$ cat src/rtl/edge_stamp_pkg.sv
package edge_stamp_pkg;
   typedef enum logic [1:0] {
      ST_WAIT_RISE = 2'd0,
      ST_WAIT_FALL = 2'd1,
      ST_OFFER     = 2'd2,
      ST_RELEASE   = 2'd3
   } stamp_state_t;
endpackage

$ cat src/rtl/edge_stamp_sync.sv
module edge_stamp_sync #(
   parameter int SYNC_STAGES = 2,
   parameter bit ACTIVE_LOW  = 1'b0
) (
   input  logic clk,
   input  logic rst_n,
   input  logic pin,
   output logic rise,
   output logic fall
);
   localparam int TAPS = SYNC_STAGES + 1;
   localparam int LAST = SYNC_STAGES - 1;

   if (SYNC_STAGES < 2) begin : g_bad_stages
      $error("edge_stamp_sync: SYNC_STAGES must be at least 2");
   end

   logic            pin_c;
   logic [TAPS-1:0] taps;

   if (ACTIVE_LOW) begin : g_inv
      assign pin_c = ~pin;
   end else begin : g_pass
      assign pin_c = pin;
   end

   always_ff @(posedge clk or negedge rst_n) begin
      if (!rst_n) taps[0] <= 1'b0;
      else        taps[0] <= pin_c;
   end

   for (genvar g = 1; g < TAPS; g++) begin : g_tap
      always_ff @(posedge clk or negedge rst_n) begin
         if (!rst_n) taps[g] <= 1'b0;
         else        taps[g] <= taps[g-1];
      end
   end

   assign rise = taps[LAST] & ~taps[SYNC_STAGES];
   assign fall = ~taps[LAST] & taps[SYNC_STAGES];

   // each level change yields exactly one detection cycle
   assert_single_rise_R2: assert property (@(posedge clk) disable iff (!rst_n)
      rise |=> !rise);
   assert_single_fall_R3: assert property (@(posedge clk) disable iff (!rst_n)
      fall |=> !fall);
endmodule

$ cat src/rtl/edge_stamp_fsm.sv
module edge_stamp_fsm
   import edge_stamp_pkg::*;
(
   input  logic         clk,
   input  logic         rst_n,
   input  logic         run,
   input  logic         rise,
   input  logic         fall,
   input  logic         ack,
   output stamp_state_t state,
   output logic         load_lead,
   output logic         load_trail,
   output logic         req
);
   stamp_state_t state_nx;

   always_comb begin
      state_nx   = state;
      load_lead  = 1'b0;
      load_trail = 1'b0;
      unique case (state)
         ST_WAIT_RISE: if (run && rise) begin
            load_lead = 1'b1;
            state_nx  = ST_WAIT_FALL;
         end
         ST_WAIT_FALL: if (!run) begin
            state_nx = ST_WAIT_RISE;
         end else if (fall) begin
            load_trail = 1'b1;
            state_nx   = ST_OFFER;
         end
         ST_OFFER:     if (ack)  state_nx = ST_RELEASE;
         ST_RELEASE:   if (!ack) state_nx = ST_WAIT_RISE;
         default:      state_nx = ST_WAIT_RISE;
      endcase
   end

   always_ff @(posedge clk or negedge rst_n) begin
      if (!rst_n) state <= ST_WAIT_RISE;
      else        state <= state_nx;
   end

   assign req = (state == ST_OFFER);

   assert_req_hold_R5: assert property (@(posedge clk) disable iff (!rst_n)
      (req && !ack) |=> req);
   assert_req_drop_R5: assert property (@(posedge clk) disable iff (!rst_n)
      (req && ack) |=> !req);
   assert_rearm_after_ack_R7: assert property (@(posedge clk) disable iff (!rst_n)
      (state == ST_RELEASE && ack) |=> state == ST_RELEASE);
   assert_pause_idle_R8: assert property (@(posedge clk) disable iff (!rst_n)
      (!run && state == ST_WAIT_RISE) |=> state == ST_WAIT_RISE);
   assert_abandon_R9: assert property (@(posedge clk) disable iff (!rst_n)
      (!run && state == ST_WAIT_FALL) |=> state == ST_WAIT_RISE);
endmodule

$ cat src/rtl/edge_stamp_hold.sv
module edge_stamp_hold #(
   parameter int TIME_W = 64
) (
   input  logic              clk,
   input  logic              rst_n,
   input  logic              load_lead,
   input  logic              load_trail,
   input  logic [TIME_W-1:0] time_now,
   output logic [TIME_W-1:0] lead,
   output logic [TIME_W-1:0] trail
);
   if (TIME_W < 1) begin : g_bad_width
      $error("edge_stamp_hold: TIME_W must be positive");
   end

   always_ff @(posedge clk or negedge rst_n) begin
      if (!rst_n) begin
         lead  <= '0;
         trail <= '0;
      end else begin
         if (load_lead)  lead  <= time_now;
         if (load_trail) trail <= time_now;
      end
   end

   // the two stamps of one pulse are never loaded together
   assert_one_load_R3: assert property (@(posedge clk) disable iff (!rst_n)
      !(load_lead && load_trail));
endmodule

$ cat src/rtl/edge_stamp_capture.sv
module edge_stamp_capture
   import edge_stamp_pkg::*;
#(
   parameter int TIME_W      = 64,
   parameter int SYNC_STAGES = 2,
   parameter bit ACTIVE_LOW  = 1'b0
) (
   input  logic              clk,
   input  logic              rst_n,
   input  logic              run,
   input  logic              pulse_pin,
   input  logic [TIME_W-1:0] time_now,
   output logic              offer_req,
   input  logic              offer_ack,
   output logic [TIME_W-1:0] lead_stamp,
   output logic [TIME_W-1:0] trail_stamp
);
   logic         rise, fall, load_lead, load_trail;
   stamp_state_t state;

   edge_stamp_sync #(.SYNC_STAGES(SYNC_STAGES), .ACTIVE_LOW(ACTIVE_LOW)) u_sync (
      .clk (clk), .rst_n (rst_n), .pin (pulse_pin), .rise (rise), .fall (fall)
   );

   edge_stamp_fsm u_fsm (
      .clk (clk), .rst_n (rst_n), .run (run), .rise (rise), .fall (fall),
      .ack (offer_ack), .state (state), .load_lead (load_lead),
      .load_trail (load_trail), .req (offer_req)
   );

   edge_stamp_hold #(.TIME_W(TIME_W)) u_hold (
      .clk (clk), .rst_n (rst_n), .load_lead (load_lead), .load_trail (load_trail),
      .time_now (time_now), .lead (lead_stamp), .trail (trail_stamp)
   );

   assert_stamp_stable_R6: assert property (@(posedge clk) disable iff (!rst_n)
      (offer_req && !offer_ack) |=> ($stable(lead_stamp) && $stable(trail_stamp)));
   assert_pause_stable_R8: assert property (@(posedge clk) disable iff (!rst_n)
      !run |=> ($stable(lead_stamp) && $stable(trail_stamp)));
   assert_dead_time_R6: assert property (@(posedge clk) disable iff (!rst_n)
      (state == ST_RELEASE) |=> $stable(lead_stamp));
endmodule

$ cat config.mk
export PLATFORM = sky130hd
export DESIGN_NAME = edge_stamp_capture
export DESIGN_NICKNAME = d
export VERILOG_FILES = /design/src/rtl/edge_stamp_pkg.sv /design/src/rtl/edge_stamp_sync.sv /design/src/rtl/edge_stamp_fsm.sv /design/src/rtl/edge_stamp_hold.sv /design/src/rtl/edge_stamp_capture.sv
export SDC_FILE = /design/constraint.sdc
export NUM_CORES = 1
export LEC_CHECK = 0
export CORE_MARGIN = 1
export CORE_UTILIZATION = 54
export DETAILED_ROUTE_END_ITERATION = 7
export DONT_BUFFER_PORTS = 1
export GPL_ROUTABILITY_DRIVEN = 0
export PLACE_DENSITY = 0.8
export SKIP_LAST_GASP = 1
export SYNTH_ARGS = -nofsm -noshare
export SYNTH_HDL_FRONTEND = slang
export SYNTH_HIERARCHICAL = 1
export SYNTH_SLANG_ARGS = --single-unit
$ cat constraint.sdc
create_clock -name clk -period 1.6 [get_ports clk]
set_input_delay 0.32 -clock clk [delete_from_list [all_inputs] [get_ports clk]]
set_output_delay 0.32 -clock clk [all_outputs]
set_load 0.01 [all_outputs]
==> flow_summary.json <==
{
  "clk_path_buf_depth": 2,
  "synth_edf_count": 0,
  "p_leak_nw": 3.312,
  "min_path_type": "input port to asynchronous set/reset pin",
  "diodes": 0,
  "area_growth_pct": 30.53,
  "async_flop_share_pct": 100.0,
  "hold_ws_ps": -508.5,
  "max_stage_delay_ps": 400,
  "max_freq_ghz": 0.5900,
  "route.met3.wl_um": 719,
  "clk_pin_slew_ps": 60,
  "setup_viol": 120,
  "criticalPathCategory": "flip-flop to flip-flop",
  "synth-seq-cells": 133,
  "fin_crit_ps": 1695,
  "start_util_pct": 56.25,
  "dp_slack_ps": -58.38,
  "period_share_pct": 105.9,
  "clock_sinks": 133,
  "switchingPower_mw": 4.406,
  "critPathArrivalTime_ps": 2100,
  "tritoncts": "yes",
  "post_drt_wl_per_cell_um": 23.07,
  "violations": "negative hold slack, negative setup slack",
  "fp-row-count": 36,
  "wl_met1_mm": 4.886,
  "drc": 0,
  "p_sw_share_pct": 30.06,
  "crit_fanout": 7,
  "finalNetCount": 455,
  "synth_nets": 357,
  "ir_worst_vdd_mv": 1.246,
  "p_clk_share_pct": 27.5,
  "syn_area_sq_um": 5574,
  "top_layer": "met4",
  "ant_nets": 0,
  "antenna_found_initial": 0,
  "grt_max_degree": 134,
  "fp.dieW_um": 103.6,
  "yosysWarnings": 6,
  "final_max_slew_viol_count": 0,
  "grt_pass1_wl_mm": 18.33,
  "synthFlopType": "dfrtp_1",
  "synth_cell_type_count": 15,
  "firstDrtPassIters": 4,
  "synthTopCellsByArea": "dfrtp_1, mux2_4, buf_12",
  "cap_viol_max_count": 0,
  "maxSlewHeadroom_pct": 79.28,
  "die-area_sq_um": 10730,
  "finalClockSkew_ps": 11.58,
  "grt_usage_pct": 22.68,
  "dpl.hpwl_mm": 6.693,
  "yosysTopAreaCell": "dfrtp_1",
  "worstMarginPinSlew_ps": 310.7,
  "cp_common_cell": "buf_4",
  "cts.htree.levels": 4,
  "layout-drive-gt1-share_pct": 47.62,
  "combPwrFrac_pct": 23.4,
  "synthTopCellsByCount": "dfrtp_1, mux2_4, buf_12",
  "fin_util_pct": 73.42,
  "powerDensity_nw_per_um2": 2014,
  "end_kind": "flip-flop",
  "overflow": 0,
  "port_buffers": 0,
  "rsz0062_at_grt": "true",
  "grt_pass1_vias": 3065,
  "synth.most_common_cell": "dfrtp_1",
  "vias": 2848,
  "wl_mm": 12.27,
  "cts-root-buf": "clkbuf_8",
  "syn_area_per_cell_sq_um": 19.35,
  "via_per_inst": 5.353,
  "numCtsBuffers": 17,
  "crit_chain": "buf_4 -> and2b_2 -> nand2_4 -> nor2_4 -> buf_4 -> clkbuf_16 -> mux2_4",
  "clk_latency_ps": 530,
  "yosysTopAreaCellShare_pct": 59.71,
  "startpoint_type": "flip-flop",
  "fillerInstances": 595,
  "crit_slowest_cell": "dfrtp_1",
  "p_seq_share_pct": 49.2,
  "die_height_um": 103.6,
  "netlist_instances": 288,
  "dr_wl_met2_mm": 6.327,
  "core_area_sq_um": 9910,
  "required_ps": 2010,
  "hold_viol": 133,
  "ios": 198,
  "layout_setup_ws_ps": -94.98,
  "status": "finished, violations left",
  "ys_seq_area_share_pct": 59.71,
  "intPower_mw": 10.25,
  "drtIter0Drc": 111
}
## power groups by stage
stage	Sequential [mW]	Clock, mW	Combinational (mW)
4_1_cts	7.19	4.08	3.25
3_3_place_gp	7.14	0	2.81
2_1_floorplan	6.69	0	2.72
5_1_grt	7.38	4.26	3.62
6_report	7.21	4.02	3.42
3_5_place_dp	7.17	0	2.93
## cell type report
| type | count | area [sq um] | share of cell area (%) |
|---|---|---|---|
| clock inverters | 8 | 146.4 | 2.012 |
| repair buffers | 93 | 1125 | 15.46 |
| well taps | 133 | 166.4 | 2.287 |
| clock buffers | 24 | 470.5 | 6.466 |
| multi-input cells | 141 | 2039 | 28.03 |
| flip-flops and latches | 133 | 3328 | 45.74 |
## registers in the layout (all words and copies together), names as in the netlist, named ones only
signal,cells
u_sync/taps,3
u_hold/trail,64
u_fsm/state,1
u_hold/lead,64
## cell usage in the layout, fill, tap and decap left out
cell type / n
mux2_2: 2
clkinv_4: 1
buf_12: 7
and2b_2: 1
o2bb2ai_1: 1
buf_8: 1
nand2b_4: 1
bufinv_16: 4
clkinvlp_4: 1
o31ai_2: 1
nand2_1: 1
buf_16: 3
dlygate4sd3_1: 66
clkbuf_16: 21
clkinv_2: 2
nand2b_1: 1
buf_6: 5
buf_4: 6
dfrtp_1: 133
nor2b_4: 1
mux2_4: 126
nor2_1: 1
nor2b_1: 1
nand2_4: 1
nor3b_4: 1
clkbuf_8: 4
and2_1: 1
nor2_4: 1
clkbuf_1: 4
## worst max-delay path, delay by kind of cell (launching register included)
family | cells | cell delay (ps)
buf+inv | 3 | 490
flops | 1 | 400
simple gates | 3 | 380
mux | 1 | 310
## logic make-up after synthesis
logic type,Yosys count,synth area share (%)
flops,133,59.71
simple gates,11,1.257
buf+inv,14,4.714
mux,128,33.94
compound gates,2,0.3816
## per-layer routing
metal / track usage [%] / vias up
li1: - / 1214
met1: 27.00 / 1488
met2: 36.19 / 121
met3: 8.874 / 25
met4: 10.56 / 0
met5: 0 / -
## worst paths after layout
check                                     from               end  slack [ps]  cells after the start
worst max-delay path            u_sync/taps[2]   u_hold/trail[5]         -90                      7
worst min-delay path                     rst_n    u_hold/lead[6]        -510                      0
worst max register to register  u_sync/taps[2]   u_hold/trail[5]         -90                      7
worst min register to register  u_sync/taps[0]    u_sync/taps[1]         350                      0
max in group asynchronous                rst_n  u_hold/trail[23]        1930                      0
min in group clk                           run         flip-flop         170                      4
## what timing repair did
action,in CTS,in global routing
resized for setup,8,13
cloned,3,5
setup endpoints to repair,121,129
pin swaps,0,1
buffers inserted,5,3
hold buffers,65,1
hold endpoints to repair,264,135
## per-stage QoR
stage / std cells / TNS (ps) / power, mW / instance area (sq um)
2_1_floorplan: 288 / 0 / 9.409 / 5574
3_3_place_gp: 419 / -675.8 / 9.943 / 5655
3_5_place_dp: 419 / -2504 / 10.10 / 5655
4_1_cts: 524 / -791.7 / 14.52 / 7077
5_1_grt: 532 / -11560 / 15.26 / 7276
6_report: 532 / -4339 / 14.66 / 7276
Power figures use the tool's default switching activity.
